==> src/rtl/token_flush_queue.sv <==
module token_flush_queue #(
  parameter int DEPTH  = 4,
  parameter int DATA_W = 8,
  parameter int TAG_W  = 4,
  localparam int PTR_W = (DEPTH > 1) ? $clog2(DEPTH) : 1,
  localparam int CNT_W = $clog2(DEPTH + 1)
) (
  input  logic              clk,
  input  logic              rst_n,
  input  logic              push,
  input  logic [DATA_W-1:0] push_data,
  input  logic [TAG_W-1:0]  push_tag,
  input  logic              pop,
  output logic [DATA_W-1:0] head_data,
  output logic [TAG_W-1:0]  head_tag,
  output logic              empty,
  output logic              full,
  output logic [CNT_W-1:0]  count,
  input  logic              flush_req,
  input  logic [TAG_W-1:0]  flush_tag,
  input  logic              flush_past_head
);

  logic [DATA_W-1:0] data_q [DEPTH];
  logic [TAG_W-1:0]  tag_q  [DEPTH];
  logic [PTR_W-1:0]  rd_ptr, wr_ptr;
  logic [CNT_W-1:0]  cnt_q;
  logic              fl_pend, fl_all_q;
  logic [TAG_W-1:0]  fl_tag_q;
  logic              hit;
  logic [CNT_W-1:0]  hit_idx;

  function automatic logic [PTR_W-1:0] ring(input logic [PTR_W-1:0] base, input int ofs);
    int s;
    s = int'(base) + ofs;
    if (s >= DEPTH) s = s - DEPTH;
    return PTR_W'(s);
  endfunction

  assign count     = cnt_q;
  assign empty     = (cnt_q == '0);
  assign full      = (cnt_q == CNT_W'(DEPTH));
  assign head_data = data_q[rd_ptr];
  assign head_tag  = tag_q[rd_ptr];

  wire do_push = push && !full  && !fl_pend;
  wire do_pop  = pop  && !empty && !fl_pend;

  always_comb begin
    hit     = 1'b0;
    hit_idx = '0;
    for (int i = DEPTH - 1; i >= 0; i--) begin
      if (i < int'(cnt_q) && tag_q[ring(rd_ptr, i)] == fl_tag_q) begin
        hit     = 1'b1;
        hit_idx = CNT_W'(i);
      end
    end
  end

  always_ff @(posedge clk) begin
    if (do_push) begin
      data_q[wr_ptr] <= push_data;
      tag_q[wr_ptr]  <= push_tag;
    end
  end

  always_ff @(posedge clk) begin
    if (!rst_n) begin
      rd_ptr   <= '0;
      wr_ptr   <= '0;
      cnt_q    <= '0;
      fl_pend  <= 1'b0;
      fl_all_q <= 1'b0;
      fl_tag_q <= '0;
    end else begin
      fl_pend  <= flush_req;
      fl_tag_q <= flush_tag;
      fl_all_q <= flush_past_head;
      if (fl_pend) begin
        if (fl_all_q) begin
          cnt_q  <= '0;
          wr_ptr <= rd_ptr;
        end else if (hit) begin
          cnt_q  <= hit_idx;
          wr_ptr <= ring(rd_ptr, int'(hit_idx));
        end
      end else begin
        if (do_push) wr_ptr <= ring(wr_ptr, 1);
        if (do_pop)  rd_ptr <= ring(rd_ptr, 1);
        cnt_q <= cnt_q + CNT_W'(do_push) - CNT_W'(do_pop);
      end
    end
  end

endmodule

==> config.mk <==
export PLATFORM = sky130hd
export DESIGN_NAME = token_flush_queue
export DESIGN_NICKNAME = d
export VERILOG_FILES = /design/src/rtl/token_flush_queue.sv
export SDC_FILE = /design/constraint.sdc
export NUM_CORES = 1
export LEC_CHECK = 0
export CAP_MARGIN = 20
export CORE_MARGIN = 8
export CORE_UTILIZATION = 30
export CTS_CLUSTER_DIAMETER = 200
export DETAILED_ROUTE_END_ITERATION = 6
export DONT_BUFFER_PORTS = 1
export HOLD_SLACK_MARGIN = 0.02
export PLACE_DENSITY = 0.53
export SYNTH_ARGS = -nofsm -noshare
export SYNTH_HDL_FRONTEND = slang
export SYNTH_SLANG_ARGS = --single-unit
==> constraint.sdc <==
create_clock -name clk -period 8.45 [get_ports clk]
set_input_delay 0.845 -clock clk [delete_from_list [all_inputs] [get_ports clk]]
set_output_delay 0.845 -clock clk [all_outputs]
set_load 0.03 [all_outputs]
==> Yosys cells after proc, flatten, opt, wreduce, memory -nomap -nowiden <==
Memory sizes are Yosys's and may differ from the RTL's. A register that Yosys moved wholly into a read port is not among the register bits.
Index checks and enable logic that the tools add are counted.
{ "totals": {"ff_bits": 13, "mem_bits_rw": 48, "input_bits": 22, "output_inout_bits": 17, "mem_count": 2} }
{ "classes": {"n_addsub": 13, "n_lt_le_gt_ge": 10, "eq_ne": 6, "muxes": 27, "bitwise": 1, "reduce_logical": 15} }
{ "memory_table": {"columns": ["memory", "words", "word_bits", "read_ports", "rd_ports_with_merged_regs", "wr", "line_no", "rtl"], "rows": [
  ["data_q", 4, 8, 1, 1, 1, "24", "logic [DATA_W-1:0] data_q [DEPTH];"],
  ["tag_q", 4, 4, 5, 1, 1, "25", "logic [TAG_W-1:0] tag_q [DEPTH];"]
]} }
{ "op_table": {"columns": ["cell", "n"], "rows": [
  ["$mux W2", 15],
  ["$mux W3", 6],
  ["$eq A4 B4 Y1", 4],
  ["$ge A3 B3 Y1 const B", 4],
  ["$sub A2 B1 Y2 const B", 6],
  ["$logic_and A1 B1 Y1", 8],
  ["$add A2 B1 Y3 const B", 2],
  ["$add A2 B2 Y3 const B", 2],
  ["$lt A1 B3 Y1 const A", 2],
  ["$lt A2 B3 Y1 const A", 2],
  ["$mux W1", 6],
  ["$add A2 B3 Y4", 1],
  ["$ge A4 B3 Y1 const B", 1],
  ["$reduce_and A2 Y1", 2],
  ["$add A3 B1 Y3", 1],
  ["$eq A3 B3 Y1 const B", 1],
  ["$ge A2 B3 Y1 const B", 1],
  ["$logic_not A1 Y1", 3],
  ["$logic_not A3 Y1", 1],
  ["$ne A3 B1 Y1 const B", 1],
  ["$sub A3 B1 Y3", 1],
  ["$reduce_bool A2 Y1", 1],
  ["$not A1 Y1", 1]
]} }

==> Depth between registers and ports, before layout <==
An unclocked memory read counts as a cell.
{ "logic_depth": {"ltp_word": 16, "mapped_depth": 14, "ltp_nobuf": 13} }

==> Worst setup path before layout <==
No wires, ideal clock.
{ "synth_path": {"path_type": "reg-to-reg", "from": "register cnt_q[0] (netlist: count[0])", "to": "register cnt_q[2] (netlist: count[2])", "setup_ns": 0.115, "arrival_ns": 2.662, "required_ns": 8.335, "slack_ns": 5.673, "stages_incl_launch_ff": 11, "synth_period_minus_slack_ns": 2.777, "path_cell_list": "dfxtp_1 -> nor3_1 -> nor3b_1 -> ha_1 -> inv_1 -> ha_1 -> fa_1 -> xor2_1 -> nor2_1 -> a21oi_1 -> nor2b_1"} }
{ "synth_lines": {"columns": ["element", "line_no", "rtl"], "rows": [
  ["start, declared", "27", "logic [CNT_W-1:0] cnt_q;"],
  ["start signal, assigned", "84", "cnt_q <= hit_idx;"],
  ["start signal, assigned", "90", "cnt_q <= cnt_q + CNT_W'(do_push) - CNT_W'(do_pop);"],
  ["$logic_not A3 Y1", "41", "assign empty = (cnt_q == '0);"],
  ["net empty", "16", "output logic empty,"],
  ["$logic_not A1 Y1", "47", "wire do_pop = pop && !empty && !fl_pend;"],
  ["$logic_and A1 B1 Y1 (2 in a row)", "47", null],
  ["$sub A3 B1 Y3", "90", null],
  ["$mux W3", "79", "if (fl_pend) begin"]
]} }
The timed path passes the listed nets, and every way through them passes these cells. The select of a mux whose other input is x is not followed.
A chain may end at the register's enable or synchronous reset.

==> Worst setup path after layout <==
{ "layout_path": {"from": "register rd_ptr[1]", "to": "register wr_ptr[1]"} }
{ "layout_between": {"elab_chain_cells": 16} }
{ "layout_rtl": {"columns": ["element", "line_no", "rtl"], "rows": [
  ["start, declared", "26", "logic [PTR_W-1:0] rd_ptr, wr_ptr;"],
  ["start signal, assigned", "89", "if (do_pop) rd_ptr <= ring(rd_ptr, 1);"],
  ["$add A2 B2 Y3", "35", "s = int'(base) + ofs;"],
  ["$ge A3 B3 Y1 or $sub A2 B1 Y2 (tied branches)", "36", "if (s >= DEPTH) s = s - DEPTH;"],
  ["$mux W2", "36", null],
  ["$mem_v2 Z4 W4", null, null],
  ["$eq A4 B4 Y1", "53", "if (i < int'(cnt_q) && tag_q[ring(rd_ptr, i)] == fl_tag_q) begin"],
  ["$logic_and A1 B1 Y1", "53", null],
  ["$mux W2", "53", null],
  ["$mux W3 (3 in a row)", "53", null],
  ["$add A2 B3 Y4", "35", null],
  ["$ge A4 B3 Y1 or $sub A2 B1 Y2 (tied branches)", "36", null],
  ["$mux W2", "36", null],
  ["$mux W2", "83", "end else if (hit) begin"],
  ["$mux W2", "80", "if (fl_all_q) begin"],
  ["$mux W2", "79", null],
  ["end signal, assigned", "82", "wr_ptr <= rd_ptr;"],
  ["end signal, assigned", "85", "wr_ptr <= ring(rd_ptr, int'(hit_idx));"],
  ["end signal, assigned", "88", "if (do_push) wr_ptr <= ring(wr_ptr, 1);"],
  ["end, declared", "26", null]
]} }
Several ways; a longest one is shown, not always the timed one. The select of a mux whose other input is x is not followed.

==> impl_metrics.csv <==
group,metric,value,unit
status,status,"finished, final reports clean",
floorplan,start_util,30.76,%
cells_and_area,fin_area,3506,µm²
floorplan,die_x,118.9,µm
cts,cts_buffers,9,
global_route,grt_overflow,0,
cts,cts_tree,"done",
logic_synthesis,synthDistinctLibCells,41,
cells_and_area,areaGrowthSynthToFinish,10.40,%
timing,worst_clock_skew,6.866,ps
placed_design,hpwl,4.353,mm
drt,vias_per_cell,4.753,
logic_synthesis,synth_seq_cells,63,
timing,max_freq,0.2929,GHz
placed_design,place_congestion,0.7374,
critical_path,path_common_cell,"a21oi_1",
critical_path,end_kind,"flop",
drt,num_vias,1654,
drt,drt_wl_total,6.185,mm
cts,cts_sinks,63,
placed_design,io_buffer_count,0,
placed_design,pre_cts_slack,5040,ps
cts,postCtsSetupBuffers,0,
drt,wl_met1,2.695,mm
global_route,grt_pass1_vias,1738,
drt,top_layer_used,"met4",
logic_synthesis,synth_edf_count,48,
global_route,antenna_found_initial,0,
drt,route.met3.wl,489,µm
drt,ant_nets,0,
cts,cts.clk_slew.worst_paths,70,ps
power,p_per_area,275.6,nW/µm²
global_route,grt_max_degree,21,
timing,setup_tns,0,ps
logic_synthesis,synthFlopType,"edfxtp_1",
drt,drc,0,
timing,rsz0062_at_grt,"no",
critical_path,slowest_delay,930,ps
timing,final.min_clock_period,3414,ps
global_route,grt_pass1_wl,9.880,mm
power,p_leak,1.143,nW
critical_path,path_cells,"mux4_2 -> xnor2_1 -> nand2_1 -> nor4_2 -> inv_1 -> a21oi_1 -> ha_1 -> nor3_1 -> a21oi_1 -> and4b_1 -> a211oi_1 -> nor2b_1",
drt,routed-wl-met2,2.940,mm
cells_and_area,drive_gt1_share,16.51,%
power,finalPower,966.2,µW
critical_path,crit_fanout,20,
floorplan,core,10320,µm²
cts,clock_path_buffers,2,
floorplan,die_h,118.9,µm
logic_synthesis,syn-num-nets,238,
drt,drt-initial-drc-count,93,
drt,wire_per_inst,17.77,µm
cells_and_area,diodes,0,
placed_design,dp_cells,332,
timing,setup_viol_count_final,0,
cells_and_area,final_nets,239,
flow_run,drv_cap,0,
cells_and_area,stdcell_count,348,
logic_synthesis,netlist_area,3176,µm²
timing,worst_pin_slew,1027,ps
critical_path,arrival,3630,ps
critical_path,cp.required,8670,ps
timing,fin_ws,5036,ps
cts,cts-hold-fix-buffers,0,
logic_synthesis,yosysSeqAreaShare,54.85,%
power,ir_worst_vdd,164.3,µV
timing,hold_viol_final,0,
critical_path,critPathTopFamily,"flip-flops",
global_route,grt.total_usage,9.129,%
drt,dr.pass1.iters,4,
cells_and_area,finish.utilization,33.96,%
timing,holdWs,542.9,ps
placed_design,place_area,3278,µm²
timing,maxSlewHeadroom,31.00,%
timing,slew_violations,0,
logic_synthesis,synth_warnings,0,
cts,htreeDepth,3,
critical_path,worst-path-buf-inv,1,
cells_and_area,fillers,994,
logic_synthesis,synthArstFlopShare,0,%
critical_path,critPathLaunchType,"flop",
logic_synthesis,syn_inst,206,
cts,cts_resized,0,
logic_synthesis,avgSynthCellArea,15.42,µm²
floorplan,rows,37,
floorplan,ioPinCount,39,
min_path,min_path_type,"flop to flop",
floorplan,die_area,14130,µm²
cts,clk_latency,330,ps
critical_path,path_class,"flop to flop",
critical_path,cp_slowest_cell,"dfxtp_1",
cts,root_buffer,"clkbuf_8",
timing,finalCritPeriodShare,40.40,%
power by group:
part | leakage [nW] | switching (mW) | total, mW | internal [mW]
registers | 0.561 | 0.0540 | 0.418 | 0.364
clock network | 0.114 | 0.126 | 0.296 | 0.170
logic | 0.467 | 0.150 | 0.252 | 0.102
total | 1.14 | 0.330 | 0.966 | 0.636
worst register-to-register path: cells and delay by family, from the launching register on:
kind                       cells  cell delay (ps)
and+or+nand+nor                5              720
muxes                          1              620
AOI/OAI and AO/OA              3              560
buffers and inverters          1               80
xor gates and xnor gates       1              160
adders and majority gates      1              240
DFF                            1              930
registers in the layout (all words and copies together) (netlist names), named ones only:
register	flops
data_q	32
fl_pend	1
fl_all_q	1
fl_tag_q	4
rd_ptr	2
count	3
tag_q	16
wr_ptr	2
metal layers:
metal / up-vias / track usage (%)
met2: 42 / 14.45
met5: - / 0
met4: 0 / 3.794
met1: 820 / 10.63
li1: 786 / -
met3: 6 / 4.015
area by class of cell:
class                      instances  area, µm²  area share (%)
clock buffer                       9      123.9           3.533
inverter                          12      45.04           1.285
sequential                        63       1742           49.68
tap                              136      170.2           4.854
multi-input combinational        121       1321           37.69
clock inverter                     7      103.9           2.962
Yosys cell counts (2+ instances only):
cell      instances  area (µm²)
a21boi_1          3       22.52
a21oi_1           6       30.03
and2_1           13       81.33
buf_2             3       15.01
buf_6             3       33.78
clkbuf_1          3       11.26
dfxtp_1          15       300.3
edfxtp_1         48        1441
ha_1              9       112.6
inv_1            11       41.29
mux2_2            3       33.78
mux2i_1           8       80.08
mux4_1           10       262.8
mux4_2            9       202.7
nand2_1           4       15.01
nand3_1           3       15.01
nor2_1            5       18.77
nor2b_1           4       25.02
nor3_1            4       20.02
nor3b_1           2       15.01
xnor2_1          12       105.1
xor2_1            9       78.83
worst paths after layout:
check | startpoint | to | slack (ps) | cells after the start
hold reg to reg | wr_ptr[0] | wr_ptr[0] | 540 | 2
setup reg to reg | rd_ptr[1] | wr_ptr[1] | 5040 | 12
hold / removal | wr_ptr[0] | wr_ptr[0] | 540 | 2
setup / recovery | rd_ptr[1] | wr_ptr[1] | 5040 | 12
cells in the final DEF, fill, tap and decap left out, drive strengths merged, types with 2 or more instances in the layout:
| master | n |
|---|---|
| dfxtp | 15 |
| nor2b | 4 |
| mux2 | 3 |
| bufinv | 2 |
| and2 | 13 |
| inv | 14 |
| clkbuf | 9 |
| clkinv | 3 |
| nor3b | 2 |
| ha | 9 |
| a211oi | 2 |
| mux2i | 8 |
| nor2 | 6 |
| nand3 | 3 |
| xor2 | 9 |
| mux4 | 19 |
| edfxtp | 48 |
| nand2 | 4 |
| a21oi | 6 |
| nor3 | 4 |
| xnor2 | 12 |
| a21boi | 3 |
logic make-up (layout without fill, tap and decap cells):
kind of cell | Yosys count | count (layout) | synth area share, %
flops | 63 | 63 | 54.85
simple gates | 41 | 41 | 8.077
mux | 30 | 30 | 18.24
buf+inv | 22 | 28 | 3.546
xor+xnor | 21 | 21 | 5.792
compound gates | 19 | 19 | 5.320
fa+ha+maj | 10 | 10 | 4.177
Note: power is estimated with default switching activity, not from simulation.
